[src/rtl/irqagg_pkg.sv]
package irqagg_pkg;
  localparam int unsigned NSRC = 32;
  localparam int unsigned AW   = 8;

  localparam logic [AW-1:0] OFS_MASK  = 8'h00;
  localparam logic [AW-1:0] OFS_PEND  = 8'h04;
  localparam logic [AW-1:0] OFS_SMODE = 8'h08;
  localparam logic [AW-1:0] OFS_SPOL  = 8'h0C;
  localparam logic [AW-1:0] OFS_LSHP  = 8'h10;
  localparam logic [AW-1:0] OFS_LPOL  = 8'h14;
  localparam logic [AW-1:0] OFS_INJ   = 8'h18;

  typedef struct packed {
    logic mask;
    logic pend;
    logic smode;
    logic spol;
    logic lshp;
    logic lpol;
    logic inj;
  } wsel_t;
endpackage

[src/rtl/irqagg_src.sv]
module irqagg_src (
  input  logic clk,
  input  logic rst_n,
  input  logic in_i,
  input  logic mode_i,
  input  logic pol_i,
  input  logic clr_i,
  input  logic inj_i,
  output logic pend_o
);
  logic in_q, in_d, lat_q, lat_n;
  logic hit, lvl;

  always_comb begin
    hit    = mode_i & (pol_i ? (in_q & ~in_d) : (~in_q & in_d));
    lvl    = ~mode_i & ~(in_q ^ pol_i);
    lat_n  = lat_q;
    if (clr_i)         lat_n = 1'b0;
    if (hit || inj_i)  lat_n = 1'b1;
    pend_o = lat_q | lvl;
  end

  always_ff @(posedge clk or negedge rst_n) begin
    if (!rst_n) begin
      in_q  <= 1'b0;
      in_d  <= 1'b0;
      lat_q <= 1'b0;
    end else begin
      in_q  <= in_i;
      in_d  <= in_q;
      lat_q <= lat_n;
    end
  end

  // a latched bit persists unless a clear arrives
  a_r4_latch_hold: assert property (@(posedge clk) disable iff (!rst_n)
    (lat_q && !clr_i) |=> lat_q);
  // injection sets the latch at the write edge
  a_r6_inject_sets: assert property (@(posedge clk) disable iff (!rst_n)
    inj_i |=> lat_q);
endmodule

[src/rtl/irqagg_regs.sv]
module irqagg_regs
  import irqagg_pkg::*;
#(
  parameter int unsigned N = NSRC
) (
  input  logic          clk,
  input  logic          rst_n,
  input  logic [AW-1:0] addr_i,
  input  logic          we_i,
  input  logic [N-1:0]  wdata_i,
  input  logic [N-1:0]  pend_i,
  output logic [N-1:0]  rdata_o,
  output logic [N-1:0]  mask_o,
  output logic [N-1:0]  smode_o,
  output logic [N-1:0]  spol_o,
  output logic          lshp_o,
  output logic          lpol_o,
  output logic [N-1:0]  clr_o,
  output logic [N-1:0]  inj_o
);
  wsel_t        sel;
  logic [N-1:0] mask_q, smode_q, spol_q;
  logic         lshp_q, lpol_q;

  always_comb begin
    sel.mask  = we_i && (addr_i == OFS_MASK);
    sel.pend  = we_i && (addr_i == OFS_PEND);
    sel.smode = we_i && (addr_i == OFS_SMODE);
    sel.spol  = we_i && (addr_i == OFS_SPOL);
    sel.lshp  = we_i && (addr_i == OFS_LSHP);
    sel.lpol  = we_i && (addr_i == OFS_LPOL);
    sel.inj   = we_i && (addr_i == OFS_INJ);
    clr_o = sel.pend ? wdata_i : '0;
    inj_o = sel.inj  ? wdata_i : '0;
  end

  always_ff @(posedge clk or negedge rst_n) begin
    if (!rst_n) begin
      mask_q  <= '0;
      smode_q <= '1;
      spol_q  <= '1;
      lshp_q  <= 1'b0;
      lpol_q  <= 1'b0;
    end else begin
      if (sel.mask)  mask_q  <= wdata_i;
      if (sel.smode) smode_q <= wdata_i;
      if (sel.spol)  spol_q  <= wdata_i;
      if (sel.lshp)  lshp_q  <= wdata_i[0];
      if (sel.lpol)  lpol_q  <= wdata_i[0];
    end
  end

  always_comb begin
    unique case (addr_i)
      OFS_MASK:  rdata_o = mask_q;
      OFS_PEND:  rdata_o = pend_i;
      OFS_SMODE: rdata_o = smode_q;
      OFS_SPOL:  rdata_o = spol_q;
      OFS_LSHP:  rdata_o = {{(N-1){1'b0}}, lshp_q};
      OFS_LPOL:  rdata_o = {{(N-1){1'b0}}, lpol_q};
      default:   rdata_o = '0;
    endcase
  end

  assign mask_o  = mask_q;
  assign smode_o = smode_q;
  assign spol_o  = spol_q;
  assign lshp_o  = lshp_q;
  assign lpol_o  = lpol_q;
endmodule

[src/rtl/irqagg_line.sv]
module irqagg_line (
  input  logic clk,
  input  logic rst_n,
  input  logic any_i,
  input  logic shape_i,
  input  logic pol_i,
  output logic irq_o
);
  logic act_q, act_n, any_d;

  always_comb begin
    act_n = shape_i ? (any_i & ~any_d) : any_i;
    irq_o = act_q ^ pol_i;
  end

  always_ff @(posedge clk or negedge rst_n) begin
    if (!rst_n) begin
      act_q <= 1'b0;
      any_d <= 1'b0;
    end else begin
      act_q <= act_n;
      any_d <= any_i;
    end
  end

  // nothing pending and unmasked keeps the line inactive
  a_r5_masked_quiet: assert property (@(posedge clk) disable iff (!rst_n)
    !any_i |=> !act_q);
  // in pulse shape the line is active for one cycle only
  a_r7_pulse_single: assert property (@(posedge clk) disable iff (!rst_n)
    (shape_i && $past(shape_i) && $past(act_q)) |-> !act_q);
endmodule

[src/rtl/irqagg_top.sv]
module irqagg_top
  import irqagg_pkg::*;
(
  input  logic            clk,
  input  logic            rst_n,
  input  logic [NSRC-1:0] irq_in,
  input  logic [AW-1:0]   reg_addr,
  input  logic            reg_we,
  input  logic [NSRC-1:0] reg_wdata,
  output logic [NSRC-1:0] reg_rdata,
  output logic            irq_out
);
  logic [NSRC-1:0] mask, smode, spol, clr, inj, pend;
  logic            lshp, lpol;

  irqagg_regs #(.N(NSRC)) u_regs (
    .clk(clk), .rst_n(rst_n), .addr_i(reg_addr), .we_i(reg_we),
    .wdata_i(reg_wdata), .pend_i(pend), .rdata_o(reg_rdata),
    .mask_o(mask), .smode_o(smode), .spol_o(spol), .lshp_o(lshp),
    .lpol_o(lpol), .clr_o(clr), .inj_o(inj)
  );

  for (genvar g = 0; g < NSRC; g++) begin : g_src
    irqagg_src u_src (
      .clk(clk), .rst_n(rst_n), .in_i(irq_in[g]), .mode_i(smode[g]),
      .pol_i(spol[g]), .clr_i(clr[g]), .inj_i(inj[g]), .pend_o(pend[g])
    );
  end

  irqagg_line u_line (
    .clk(clk), .rst_n(rst_n), .any_i(|(pend & mask)),
    .shape_i(lshp), .pol_i(lpol), .irq_o(irq_out)
  );
endmodule

[config.mk]
export PLATFORM = sky130hd
export DESIGN_NAME = irqagg_top
export DESIGN_NICKNAME = d
export VERILOG_FILES = /design/src/rtl/irqagg_pkg.sv /design/src/rtl/irqagg_src.sv /design/src/rtl/irqagg_regs.sv /design/src/rtl/irqagg_line.sv /design/src/rtl/irqagg_top.sv
export SDC_FILE = /design/constraint.sdc
export NUM_CORES = 1
export LEC_CHECK = 0
export BUFFER_PORTS_ARGS = -buffer_cell sky130_fd_sc_hd__buf_2
export CORE_MARGIN = 5
export CORE_UTILIZATION = 58
export CTS_BUF_LIST = sky130_fd_sc_hd__clkbuf_8
export CTS_CLUSTER_SIZE = 28
export DETAILED_ROUTE_END_ITERATION = 8
export GPL_ROUTABILITY_DRIVEN = 0
export GPL_TIMING_DRIVEN = 0
export PLACE_DENSITY_LB_ADDON = 0.25
export REMOVE_ABC_BUFFERS = 1
export SLEW_MARGIN = 20
export SYNTH_ARGS = -nofsm -noshare
export SYNTH_HDL_FRONTEND = slang
export SYNTH_SLANG_ARGS = --single-unit
export TNS_END_PERCENT = 100
[constraint.sdc]
create_clock -name clk -period 1.9 [get_ports clk]
set_input_delay 0.095 -clock clk [delete_from_list [all_inputs] [get_ports clk]]
set_output_delay 0.095 -clock clk [all_outputs]
set_load 0.1 [all_outputs]
==> After elaboration in Yosys (flattened, before gate mapping) <==
Index checks and enable logic that the tools add are counted.
{ "word_totals": {"ff_bits": 196, "output_inout_bits": 33, "elab_cells": 606} }
{ "classes": {"eq_ne": 6, "muxes": 100, "n_bitwise": 324, "reduce_logical": 73} }
{ "ops": {"columns": ["cell", "count"], "rows": [
  ["$pmux W32 S6", 1],
  ["$and A1 B1 Y1", 129],
  ["$not A1 Y1", 129],
  ["$mux W1", 97],
  ["$mux W32", 2],
  ["$reduce_bool A2 Y1", 32],
  ["$xor A1 B1 Y1", 33],
  ["$and A32 B32 Y32", 1],
  ["$logic_or A1 B1 Y1", 32],
  ["$or A1 B1 Y1", 32],
  ["$reduce_or A32 Y1", 1],
  ["$eq A8 B5 Y1 const B", 3],
  ["$eq A8 B4 Y1 const B", 2],
  ["$eq A8 B3 Y1 const B", 1],
  ["$logic_not A8 Y1", 1],
  ["$logic_and A1 B1 Y1", 7]
]} }

==> Logic depth before layout (Yosys ltp) <==
{ "logic_depth": {"word_depth": 8, "depth_mapped": 6, "mapped_depth_nobuf": 5} }

==> By module <==
Synthesis repeated with hierarchy kept, for this count alone.
{ "unflattened": {"hier_cells": 758, "area_unflattened_um2": 9512.9} }
{ "by_module_without_submodules": {"columns": ["module", "n_inst", "cells_per_inst", "area_each_um2"], "rows": [
  ["irqagg_regs", 1, 413, 5325.1],
  ["irqagg_src", 32, 10, 123.9],
  ["irqagg_top", 1, 21, 157.7],
  ["irqagg_line", 1, 4, 66.3]
]} }

==> Least setup slack after synthesis <==
Ideal clock, no wire load.
{ "synth_timing": {"path_kind": "input -> output", "startpoint": "in reg_addr[5]", "endpoint": "out reg_rdata[10]", "t_arrival_ns": 1.896, "required_ns": 1.805, "slack_ns": -0.091, "path_stages": 6, "path_buffers": 2, "cell_sequence": "nor4_4 and4b_1 buf_2 clkbuf_1 a22oi_1 nand3_1"} }
{ "synth_between": {"elab_chain_len": 2, "word_cells_on_any_way": 7, "cone_classes": "eq/ne: 5; mux: 1; reduce/logical: 1"} }
{ "synth_rtl": {"columns": ["item", "line_no", "rtl"], "rows": [
  ["from (decl)", "irqagg_top.sv:7", "input logic [AW-1:0] reg_addr,"],
  ["$eq A8 B5 Y1, or another cell as far along", "irqagg_regs.sv:54", "unique case (addr_i)"],
  ["$pmux W32 S6 (*)", "irqagg_regs.sv:54", null],
  ["to (decl)", "irqagg_top.sv:10", "output logic [NSRC-1:0] reg_rdata,"]
]} }
Mark *: on every way between the ends. The rest lies on a longest branch, timed or not.

==> Final worst setup path <==
{ "layout_timing": {"startpoint": "reg u_regs.spol_q[1], in the netlist u_regs.spol_o[1]", "endpoint": "reg u_line.act_q"} }
{ "layout_between": {"elab_chain_len": 8} }
{ "layout_rtl": {"columns": ["item", "line_no", "rtl"], "rows": [
  ["from (decl)", "irqagg_regs.sv:22", "logic [N-1:0] mask_q, smode_q, spol_q;"],
  ["from (signal assigned)", "irqagg_regs.sv:47", "if (sel.spol) spol_q <= wdata_i;"],
  ["$xor A1 B1 Y1 (*)", "irqagg_src.sv:16", "lvl = ~mode_i & ~(in_q ^ pol_i);"],
  ["$not A1 Y1 (*)", "irqagg_src.sv:16", null],
  ["$and A1 B1 Y1 (*)", "irqagg_src.sv:16", null],
  ["$or A1 B1 Y1 (*)", "irqagg_src.sv:20", "pend_o = lat_q | lvl;"],
  ["$and A32 B32 Y32 (*)", "irqagg_top.sv:31", ".clk(clk), .rst_n(rst_n), .any_i(|(pend & mask)),"],
  ["$reduce_or A32 Y1 (*)", "irqagg_top.sv:31", null],
  ["$and A1 B1 Y1", "irqagg_line.sv:12", "act_n = shape_i ? (any_i & ~any_d) : any_i;"],
  ["$mux W1 (*)", "irqagg_line.sv:12", null],
  ["via u_line.act_n", "irqagg_line.sv:9", "logic act_q, act_n, any_d;"],
  ["to (signal assigned)", "irqagg_line.sv:21", "act_q <= act_n;"],
  ["to (decl)", "irqagg_line.sv:9", null]
]} }
Mark *: on every way through the listed nets, which the timed path passes. The rest lies on a longest branch.
A chain may end at the register's enable or synchronous reset.

==> results.yml <==
cts:
  cts_made_buffers: 17
  insertion_delay_ns: 0.47
  clkSlewWorstSetupHoldPaths_ns: 0.11
  cts_max_level: 4
  clock_path_buffers: 2
  cts_sinks: 196
  cts_tree: "built"
  root_buffer: "clkbuf_8"
worst_setup_path:
  worstRegToRegCells: 5
  critPathKind: "flip-flop to flip-flop"
  crit_arrival_ns: 2.32
  crit_slowest_cell: "or4_4"
  reg2reg_slack_ns: -0.06
  cp.required_ns: 2.26
  crit_chain: "xnor2_1 -> nand3b_1 -> nand4_1 -> or4_4 -> o31a_2"
  cp-end-kind: "flip-flop"
  cp-endpoint: "u_line.act_q"
  setup.worst_path.start_class: "flip-flop"
  startpoint: "u_regs.spol_o[1]"
  path_max_fanout: 2
  max_stage_delay_ns: 0.58
  crit-reg2reg-launch: "u_regs.spol_o[1]"
  rr_endpoint: "u_line.act_q"
synthesis:
  synth_seq_area_share: 0.532
  syn_inst: 832
  synth_cell_types: 43
  netlist_area_um2: 9370
  async_reset_ff_frac: 1.00
  ys_ff_latch: 196
  synth_top_cell_area_share: 0.352
  synth.avg_cell_area_um2: 11.3
  yosysWarningCount: 0
  synth_edf_count: 0
  synth_area_leaders: "dfrtp_1 (35%), dfstp_2 (18%), mux2_2 (11%)"
  synth-main-ff-cell: "dfrtp_1"
  yosys.area.top_type: "dfrtp_1"
timing:
  setup_viol: 2
  final_hold_viol_count: 0
  worst_pin_slew_ns: 1.09
  rsz0062_at_grt: "true"
  min_period_over_period: 1.03
  finalClockSkew_ns: 0.0122
  setup_tns_ns: -0.119
  max_freq_mhz: 509
  fin_ws_ns: -0.0640
  slew_viol_final: 0
  relSlewSlack: 0.272
  fin_crit_ns: 1.96
drt:
  remaining_drc_errors: 0
  wl_per_cell_um: 20.3
  drt_pass1_iterations: 5
  vias_per_cell: 6.11
  wl_um: 25400
  initialDrtViolationCount: 721
  antenna_left: 0
  vias: 7672
finish:
  syn2layout_area_growth_pct: 27.5
  drive_gt1_frac: 0.345
  layout.nets: 1101
  fill_cells: 1106
  utilization: 0.752
  diodes: 0
  final_cell_mix: "dfrtp_1 (131), o21ai_0 (94), mux2_2 (93)"
  final_common_cell: "dfrtp_1"
floorplan:
  die_area_um2: 18800
  num_rows: 46
  coreArea_um2: 15900
  ios: 108
  die_w_um: 137
  initial_utilization: 0.590
  die_h_um: 137
global_route:
  antenna_found_initial: 0
  gr-total-overflow: 0
  grt_pass1_vias: 7466
  grt_util_all_layers: 0.269
  grt_pass1_wl_um: 39100
  grt_max_degree: 78
placement:
  io_buffers: 107
  hpwl_um: 14800
pwr:
  finalPower_mw: 9.05
  total_leakage_power_nw: 5.22
  p_per_area_nw_per_um2: 757
  peakVddDrop_mv: 0.570
status:
  status: "finished, violations left"
  violations: "setup timing"
hold_path:
  min_path_type: "input pin to flip-flop"
job:
  maxCapViolCount: 0
[routing by layer]
metal  vias up  share of wire  GRT usage
met5         -              0          0
met4         0          0.017     0.0759
met3        33          0.061     0.0533
met2       290           0.49      0.434
met1      3843           0.43      0.373
li1       3506              -          -
[cell type report]
class | instances | area [um^2] | share of cell area
timing repair buffer | 206 | 1940 | 0.163
multi-input combinational | 597 | 4300 | 0.360
sequential | 196 | 4990 | 0.417
clock buffer | 20 | 275 | 0.0230
clock inverter | 12 | 145 | 0.0121
tap | 216 | 270 | 0.0226
inverter | 8 | 30.0 | 0.00251
[flip-flops by register name, indices dropped and copies added, names as in the netlist]
| name | count |
|---|---|
| g_src.u_src.in_d | 32 |
| g_src.u_src.in_q | 32 |
| g_src.u_src.lat_q | 32 |
| u_regs.mask_o | 32 |
| u_regs.smode_o | 32 |
| u_regs.spol_o | 32 |
| u_line.act_q | 1 |
| u_line.any_d | 1 |
| u_regs.lpol_o | 1 |
| u_regs.lshp_o | 1 |
[worst min-delay path by stage]
| stage | depth (start not counted) | to | start | slack [ns] |
|---|---|---|---|---|
| floorplan | 0 | g_src[0].u_src.in_d | rst_n | -0.20 |
| global placement | 1 | g_src[6].u_src.in_q | irq_in[6] | 0.20 |
| detailed placement | 1 | g_src[27].u_src.in_d | rst_n | 0.03 |
| CTS | 4 | u_regs.lshp_o | reg_addr[0] | 0.05 |
| global route | 4 | u_regs.lshp_o | reg_addr[2] | 0.09 |
| finish | 4 | u_regs.lshp_o | reg_addr[2] | 0.1 |
[power breakdown]
part | leakage, nW | internal [mW] | total, mW | switching, mW
logic | 2.71 | 0.658 | 1.24 | 0.583
registers | 2.30 | 4.61 | 5.01 | 0.395
clock network | 0.207 | 1.30 | 2.80 | 1.50
total | 5.22 | 6.57 | 9.05 | 2.48
[metrics by stage]
step           hold WS (ns)  area (um^2)  instances  worst slack (ns)
2_1_floorplan        -0.201         9210        799            -0.624
3_3_place_gp          0.202        10000       1122             -2.40
3_5_place_dp         0.0340        10300       1130            -0.677
4_1_cts              0.0475        11600       1240           -0.0137
5_1_grt              0.0950        12000       1255            -0.142
6_report             0.0951        12000       1255           -0.0640
[cells by family (layout without fill, tap and decap cells)]
| logic type | count (synthesis) | count (layout) | synth area share |
|---|---|---|---|
| buffers and inverters | 41 | 246 | 0.0207 |
| AND/OR/NAND/NOR | 246 | 248 | 0.140 |
| AO/OA/AOI/OAI | 220 | 220 | 0.161 |
| flip-flops | 196 | 196 | 0.532 |
| XOR/XNOR | 30 | 30 | 0.0280 |
| multiplexers | 99 | 99 | 0.119 |
[worst max-delay path: cells and delay by family (launching register included)]
family / cells / cell delay, ns
compound gates: 1 / 0.35
xor+xnor: 1 / 0.07
flops: 1 / 0.56
simple gates: 3 / 0.87
[what timing repair did]
action | 4_1_cts | 5_1_grt
endpoints found under the setup margin | 98 | 95
endpoints found under the hold margin | 267 | 0
pin swaps | 13 | 11
gates cloned | 1 | 2
resized for setup | 48 | 51
buffers inserted | 12 | 13
hold buffers | 65 | 0
[synthesized netlist by cell type (3+ instances only)]
master / n
buf_6: 3
mux2_2: 93
xnor2_1: 8
nor4_1: 3
dfrtp_1: 132
xor2_1: 22
a221o_1: 32
nand2b_1: 9
nand3b_1: 9
a21boi_0: 32
dfstp_2: 64
inv_1: 8
a22oi_1: 44
nand4_1: 7
nor3_1: 33
mux2_1: 5
nor3b_1: 37
nand3_1: 33
nand2_1: 66
o32ai_1: 8
clkbuf_1: 16
nor2_1: 32
buf_2: 14
o21ai_0: 96
(Power assumes the default switching activity.)
